### src/rtl/smbase_lock_pkg.sv
package smbase_lock_pkg;

  // One-hot update command passed from control to datapath on a write
  typedef struct packed {
    logic store;  // load the masked candidate value
    logic ack;    // load acknowledge code, narrow mask to lock bit
    logic clear;  // force register to zero
    logic lock;   // enter locked state
  } regStrobe_t;

endpackage

### src/rtl/smbase_lock_ctrl.sv
module smbase_lock_ctrl
  import smbase_lock_pkg::*;
#(
  parameter bit         FEAT_EN    = 1'b1,
  parameter logic [7:0] QUERY_CODE = 8'hFF,
  parameter int         LOCK_BIT   = 0
) (
  input  logic       wrEn,
  input  logic [7:0] candVal,
  input  logic [7:0] maskQ,
  output regStrobe_t strobe
);

  logic maskFull;
  assign maskFull = (maskQ == 8'hFF);

  generate
    if (FEAT_EN) begin : g_feat
      always_comb begin
        strobe = '0;
        if (wrEn) begin
          if (candVal == QUERY_CODE)   strobe.ack   = 1'b1;
          else if (maskFull)           strobe.clear = 1'b1;
          else if (candVal[LOCK_BIT])  strobe.lock  = 1'b1;
          else                         strobe.store = 1'b1;
        end
      end
    end else begin : g_plain
      always_comb begin
        strobe       = '0;
        strobe.store = wrEn;
      end
    end
  endgenerate

endmodule

### src/rtl/smbase_lock_dp.sv
module smbase_lock_dp
  import smbase_lock_pkg::*;
#(
  parameter int                ADDR_W   = 32,
  parameter logic [ADDR_W-1:0] WIN_BASE = 32'h0003_0000,
  parameter logic [ADDR_W-1:0] WIN_SIZE = 32'h0001_0000,
  parameter logic [7:0]        ACK_CODE = 8'h01,
  parameter int                LOCK_BIT = 0
) (
  input  logic              clk,
  input  logic              rst,
  input  logic [7:0]        wrData,
  input  regStrobe_t        strobe,
  input  logic [ADDR_W-1:0] accAddr,
  output logic [7:0]        candVal,
  output logic [7:0]        maskQ,
  output logic [7:0]        regQ,
  output logic              lockedQ,
  output logic              winHit
);

  localparam logic [7:0]    LOCK_MASK = 8'(1) << LOCK_BIT;
  localparam logic [ADDR_W:0] WIN_LO  = {1'b0, WIN_BASE};
  localparam logic [ADDR_W:0] WIN_HI  = {1'b0, WIN_BASE} + {1'b0, WIN_SIZE};

  logic [ADDR_W:0] addrExt;

  assign candVal = (regQ & ~maskQ) | (wrData & maskQ);

  always_ff @(posedge clk) begin
    if (rst) begin
      regQ    <= 8'h00;
      maskQ   <= 8'hFF;
      lockedQ <= 1'b0;
    end else begin
      if (strobe.store) regQ <= candVal;
      if (strobe.clear) regQ <= 8'h00;
      if (strobe.ack) begin
        regQ  <= ACK_CODE;
        maskQ <= LOCK_MASK;
      end
      if (strobe.lock) begin
        regQ    <= LOCK_MASK;
        maskQ   <= maskQ & ~LOCK_MASK;
        lockedQ <= 1'b1;
      end
    end
  end

  assign addrExt = {1'b0, accAddr};
  assign winHit  = (addrExt >= WIN_LO) && (addrExt < WIN_HI);

endmodule

### src/rtl/smbase_lock_reg.sv
module smbase_lock_reg
  import smbase_lock_pkg::*;
#(
  parameter int                ADDR_W     = 32,
  parameter logic [ADDR_W-1:0] WIN_BASE   = 32'h0003_0000,
  parameter logic [ADDR_W-1:0] WIN_SIZE   = 32'h0001_0000,
  parameter bit                FEAT_EN    = 1'b1,
  parameter logic [7:0]        QUERY_CODE = 8'hFF,
  parameter logic [7:0]        ACK_CODE   = 8'h01,
  parameter int                LOCK_BIT   = 0
) (
  input  logic              clk,
  input  logic              rst,
  input  logic              wrEn,
  input  logic [7:0]        wrData,
  output logic [7:0]        rdData,
  input  logic [ADDR_W-1:0] accAddr,
  input  logic              accSmm,
  output logic              blackholeSel,
  output logic              smmWinSel
);

  regStrobe_t strobe;
  logic [7:0] candVal;
  logic [7:0] maskQ;
  logic       lockedQ;
  logic       winHit;

  smbase_lock_ctrl #(
    .FEAT_EN(FEAT_EN), .QUERY_CODE(QUERY_CODE), .LOCK_BIT(LOCK_BIT)
  ) u_ctrl (
    .wrEn(wrEn), .candVal(candVal), .maskQ(maskQ), .strobe(strobe)
  );

  smbase_lock_dp #(
    .ADDR_W(ADDR_W), .WIN_BASE(WIN_BASE), .WIN_SIZE(WIN_SIZE),
    .ACK_CODE(ACK_CODE), .LOCK_BIT(LOCK_BIT)
  ) u_dp (
    .clk(clk), .rst(rst), .wrData(wrData), .strobe(strobe),
    .accAddr(accAddr), .candVal(candVal), .maskQ(maskQ),
    .regQ(rdData), .lockedQ(lockedQ), .winHit(winHit)
  );

  assign blackholeSel = lockedQ & winHit & ~accSmm;
  assign smmWinSel    = lockedQ & winHit &  accSmm;

endmodule

### config.mk
export PLATFORM = sky130hd
export DESIGN_NAME = smbase_lock_reg
export DESIGN_NICKNAME = d
export VERILOG_FILES = /design/src/rtl/smbase_lock_pkg.sv /design/src/rtl/smbase_lock_ctrl.sv /design/src/rtl/smbase_lock_dp.sv /design/src/rtl/smbase_lock_reg.sv
export SDC_FILE = /design/constraint.sdc
export NUM_CORES = 1
export LEC_CHECK = 0
export ABC_AREA = 1
export BUFFER_PORTS_ARGS = -buffer_cell sky130_fd_sc_hd__buf_4
export CORE_AREA = 10 10 53 55
export CTS_CLUSTER_SIZE = 12
export DETAILED_ROUTE_END_ITERATION = 8
export DIE_AREA = 0 0 63 65
export PLACE_DENSITY = 0.75
export SLEW_MARGIN = 40
export SYNTH_ARGS = -nofsm -noshare
export SYNTH_HDL_FRONTEND = slang
export SYNTH_SLANG_ARGS = --single-unit
### constraint.sdc
create_clock -name clk -period 1.58 [get_ports clk]
set_input_delay 0.079 -clock clk [delete_from_list [all_inputs] [get_ports clk]]
set_output_delay 0.079 -clock clk [all_outputs]
set_load 0.01 [all_outputs]
# After elaboration in Yosys (flattened, before gate mapping)
# Index checks and enable logic that the tools add are counted.
# W data, S select, Z words.
[word_totals] register_bits=17 inputBits=44 out_inout_bits=10 wordCells=38
[classes] n_lt_le_gt_ge=2 n_eq_ne=2 reduce_logical=5 n_mux=15 n_bitwise=9
[ops] operator="$ge A32 B18 Y1 const B" n=1
[ops] operator="$lt A32 B19 Y1 const B" n=1
[ops] operator="$and A8 B8 Y8" n=2
[ops] operator="$eq A8 B8 Y1 const B" n=2
[ops] operator="$mux W1" n=13
[ops] operator="$not A8 Y8" n=1
[ops] operator="$or A8 B8 Y8" n=1
[ops] operator="$mux W4" n=1
[ops] operator="$reduce_bool A4 Y1" n=1
[ops] operator="$reduce_or A4 Y1" n=1
[ops] operator="$and A1 B1 Y1" n=3
[ops] operator="$mux W2" n=1
[ops] operator="$not A1 Y1" n=2
[ops] operator="$reduce_and A2 Y1" n=1
[ops] operator="$reduce_bool A2 Y1" n=1
[ops] operator="$logic_and A1 B1 Y1" n=1

# Longest topological paths before layout
[logic_depth] depth_word=11 ltp_mapped=9 depth_no_buf=9

# Hierarchy
# From an unflattened synthesis, not the netlist that was laid out.
[hier_totals] cells_unflattened=128 area_unflattened_um2=732.0
[by_module_without_submodules] module="smbase_lock_dp" area_each_um2=594.3 instances=1 cells_per_inst=92 seq_area_each_um2=220.2
[by_module_without_submodules] module="smbase_lock_ctrl" area_each_um2=122.6 instances=1 cells_per_inst=32 seq_area_each_um2=0.0
[by_module_without_submodules] module="smbase_lock_reg" area_each_um2=15.0 instances=1 cells_per_inst=4 seq_area_each_um2=0.0

# Least setup slack after synthesis
# Ideal clock, no wire load.
[synth_timing] kind="reg2reg" startpoint="register u_dp.maskQ[6]" endpoint="register u_dp.regQ[1]" stages_incl_launch_ff=10 required_time_ps=1465 arrival_ps=1077 synth_period_minus_slack_ps=1191 setup_time_ps=115 n_path_buf=1 slack_ps=389 path_cell_list="dfxtp_1 -> buf_6 -> nand2_1 -> nand2_2 -> nor2_2 -> inv_2 -> nand2_1 -> nand2_1 -> inv_1 -> nor2_1"
[synth_between] elab_chain_len=7 word_cells_on_any_way=14 classes_between="eq/ne (2); mux (7); bitwise (4); reduce/logical (1)"
[synth_lines] element="from (decl)" line="smbase_lock_dp.sv:16" text="output logic [7:0] maskQ,"
[synth_lines] element="from (signal assigned)" line="smbase_lock_dp.sv:44" text="maskQ <= maskQ & ~LOCK_MASK;"
[synth_lines] element="$not A8 Y8" line="smbase_lock_dp.sv:28" text="assign candVal = (regQ & ~maskQ) | (wrData & maskQ);"
[synth_lines] element="$and A8 B8 Y8" line="smbase_lock_dp.sv:28"
[synth_lines] element="$or A8 B8 Y8" line="smbase_lock_dp.sv:28"
[synth_lines] element="$eq A8 B8 Y1" line="smbase_lock_ctrl.sv:22" text="if (candVal == QUERY_CODE) strobe.ack = 1'b1;"
[synth_lines] element="$mux W2 / $mux W1 (equally long branches)" line="smbase_lock_ctrl.sv:22"
[synth_lines] element="$mux W4 (*)" line="smbase_lock_ctrl.sv:21" text="if (wrEn) begin"
[synth_lines] element="$reduce_or A4 Y1 (no source line)"
[synth_lines] element="to (signal assigned)" line="smbase_lock_dp.sv:36" text="if (strobe.store) regQ <= candVal;"
[synth_lines] element="to (decl)" line="smbase_lock_dp.sv:17" text="output logic [7:0] regQ,"
# Every way passes the cells marked *; elsewhere a longest branch is shown, timed or not.
# A chain may end at the register's enable or synchronous reset.

# Worst setup path after layout
[layout_timing] startpoint="register u_dp.maskQ[6]" endpoint="register u_dp.regQ[6]"
[layout_between] elab_chain_len=7 word_cells_on_any_way=14 classes_between="eq/ne (2); mux (7); bitwise (4); reduce/logical (1)"
[layout_lines] element="$not A8 Y8" line="smbase_lock_dp.sv:28"
[layout_lines] element="$and A8 B8 Y8" line="smbase_lock_dp.sv:28"
[layout_lines] element="$or A8 B8 Y8" line="smbase_lock_dp.sv:28"
[layout_lines] element="$eq A8 B8 Y1" line="smbase_lock_ctrl.sv:22"
[layout_lines] element="$mux W2 / $mux W1 (equally long branches)" line="smbase_lock_ctrl.sv:22"
[layout_lines] element="$mux W4" line="smbase_lock_ctrl.sv:21"
[layout_lines] element="$reduce_or A4 Y1 (no source line)"
# Parallel ways exist; a longest one is shown, timed or not.

==> results.json <==
{
  "drt-initial-drc-count": 5,
  "relSlewSlack": 0.751,
  "yosys-top-cells-area": "dfxtp_1 (34%), nand2_1 (30%), inv_1 (8.7%), nor2_1 (8.1%), nor2_2 (2.9%)",
  "finalCritPeriodShare": 0.863,
  "hold_path_class": "in -> reg",
  "rsz0062_at_grt": "false",
  "core_area_um2": 1860,
  "register_area_um2": 221,
  "htree_levels": 1,
  "dieArea_um2": 4100,
  "fmax_ghz": 0.734,
  "final_cell_area_um2": 993,
  "post_drt_wl_per_cell_um": 10.8,
  "antenna_found_initial": 0,
  "total_power_mw": 0.561,
  "io_buffers": 37,
  "worst_setup_path_end_kind": "register",
  "synth_edf_count": 0,
  "ys_ff_latch": 11,
  "numCtsBuffers": 3,
  "rr_endpoint": "u_dp.regQ[6]$_SDFFE_PP0P_",
  "rows": 16,
  "final_layout_size_suffix_gt1_frac": 0.333,
  "fin_setup_tns_ns": 0,
  "cts_setup_buffers": 0,
  "multi_input_area_um2": 357,
  "floorplan.initialDensity": 0.348,
  "yosysTopAreaCell": "dfxtp_1",
  "post-place-ws_ns": 0.0115,
  "yosys_warnings": 0,
  "ios": 54,
  "fin_skew_ns": 0.00270,
  "maxSlewViolCount": 0,
  "worstSetupStartpointType": "register",
  "clk_latency_ns": 0.27,
  "worstMarginPinSlew_ns": 0.373,
  "grtUsageMet1": 0.0870,
  "cp_data_arrival_time_ns": 1.57,
  "leakagePower_nw": 0.519,
  "critical_path_class": "reg -> reg",
  "hold_viol": 0,
  "final.min_clock_period_ns": 1.36,
  "setup_viol": 0,
  "dpl.hpwl_um": 1600,
  "gp_congestion": 0.698,
  "antennaDiodeCount": 0,
  "grt_remaining_overflow": 0,
  "finalWorstSetupSlack_ns": 0.217,
  "synth_area_um2": 648,
  "drc_errors": 0,
  "clk_pin_slew_ns": 0.07,
  "final_nets": 198,
  "min_from": "wrEn",
  "r2r_setup_slack_ns": 0.22,
  "yosysMostFrequentCell": "nand2_1",
  "required_ns": 1.79,
  "hold-path-endpoint": "u_dp.maskQ[6]$_SDFFE_PP1P_",
  "synth.top_cell.area_share": 0.340,
  "grtUsageTotal": 0.0936,
  "synth_area_per_cell_um2": 5.84,
  "syn_inst": 111,
  "grt_start_max_net_pins": 12,
  "r2r_start": "u_dp.maskQ[6]$_SDFFE_PP1P_",
  "clkSinkCount": 11,
  "yosysSeqAreaShare": 0.340,
  "met2_usage": 0.188,
  "fillCellCount": 187,
  "fp.dieW_um": 63,
  "clockBufferDepth": 2,
  "cts_tree": "yes",
  "power_density_nw_per_um2": 564,
  "vdd_drop_max_mv": 0.571,
  "min_path_cells": 4,
  "outcome": "finished, final reports clean",
  "grt_pass1_wl_um": 3160,
  "vias": 757,
  "globalRouteMet3Util": 0.0275,
  "synth_common_cells": "nand2_1 (52), inv_1 (15), nor2_1 (14)",
  "async_flop_share": 0,
  "grt-busiest-layer": "met2",
  "placed_area_um2": 956,
  "synthFlopType": "dfxtp_1",
  "maxCapViolCount": 0,
  "die_h_um": 65,
  "routed_via_density": 4.21,
  "clockRootBuffer": "clkbuf_4",
  "yosysUniqueCellTypes": 17,
  "critPathMaxFanout": 11,
  "r2r_cells": 9,
  "postRouteAntennaNets": 0,
  "syn-num-nets": 155,
  "area_growth_pct": 53.3,
  "drtPass1Iterations": 3,
  "grt_pass1_vias": 763,
  "routed_wl_um": 1950
}
[sequential cells by signal (all words and copies together) (netlist names)]
signal / cells
u_dp.lockedQ: 1
u_dp.maskQ: 2
u_dp.regQ: 8
[how the worst max path moves through the flow]
stage | start | end | slack [ns] | depth (start not counted)
6_report | u_dp.maskQ[6]$_SDFFE_PP1P_ | u_dp.regQ[6]$_SDFFE_PP0P_ | 0.22 | 9
5_1_grt | u_dp.maskQ[6]$_SDFFE_PP1P_ | u_dp.regQ[6]$_SDFFE_PP0P_ | 0.04 | 9
4_1_cts | u_dp.maskQ[6]$_SDFFE_PP1P_ | u_dp.regQ[6]$_SDFFE_PP0P_ | 0.13 | 9
3_5_place_dp | u_dp.maskQ[6]$_SDFFE_PP1P_ | u_dp.regQ[6]$_SDFFE_PP0P_ | 0.01 | 8
3_3_place_gp | u_dp.maskQ[6]$_SDFFE_PP1P_ | u_dp.regQ[2]$_SDFFE_PP0P_ | 0.03 | 8
2_1_floorplan | u_dp.maskQ[6]$_SDFFE_PP1P_ | u_dp.regQ[1]$_SDFFE_PP0P_ | 0.39 | 9
[kinds of logic (layout without fill, tap and decap cells)]
group,count (synthesis),after routing,share of synthesized area
AO/OA/AOI/OAI,7,7,0.0695
flip-flops,11,11,0.340
AND/OR/NAND/NOR,76,76,0.481
buffers and inverters,17,59,0.110
[per-layer routing]
metal / up-vias / part of all wire
met5: - / 0
met4: 0 / 0.0082
met3: 2 / 0.032
met2: 10 / 0.57
met1: 325 / 0.39
li1: 420 / -
[power breakdown]
group	switching, mW	internal (mW)	leakage, nW
combinational	0.0324	0.0552	0.416
clock	0.0978	0.0978	0.0150
sequential	0.000292	0.277	0.0881
[layout make-up]
type,count,area share
Inverter,16,0.0605
Tap cell,27,0.0340
Multi-Input combinational cell,83,0.359
Timing Repair Buffer,39,0.297
Sequential cell,11,0.223
Clock buffer,4,0.0264
[through the flow]
stage / utilization / hold slack (ns) / std cells
3_5_place_dp: 0.513 / 0.257 / 175
6_report: 0.534 / 0.196 / 180
4_1_cts: 0.534 / 0.195 / 180
2_1_floorplan: - / 0.148 / 111
5_1_grt: 0.534 / 0.229 / 180
3_3_place_gp: 0.513 / 0.258 / 175
[repair_timing]
item / 4_1_cts / 5_1_grt
gates resized for setup: 1 / 1
hold buffers: 1 / 0
hold endpoints to repair: 2 / 0
endpoints found under the setup margin: 1 / 7
[layout by cell type, fill, tap and decap left out, drive strengths merged, types with 2 or more instances in the layout]
| master | instances |
|---|---|
| nor2 | 17 |
| nor4 | 2 |
| buf | 38 |
| inv | 16 |
| a21oi | 3 |
| nand3 | 2 |
| dfxtp | 11 |
| clkbuf | 4 |
| o21ai | 3 |
| nand2 | 53 |
[worst max-delay path: stages (launching register included)]
cell     delay, ns
dfxtp_2       0.39
inv_2         0.13
nand2_1       0.06
nand2_1       0.07
nand2_1       0.07
nor2_2        0.12
nand2_1       0.09
o21ai_2       0.07
nand3_2       0.16
nor2_1        0.13
(Power assumes the default switching activity.)
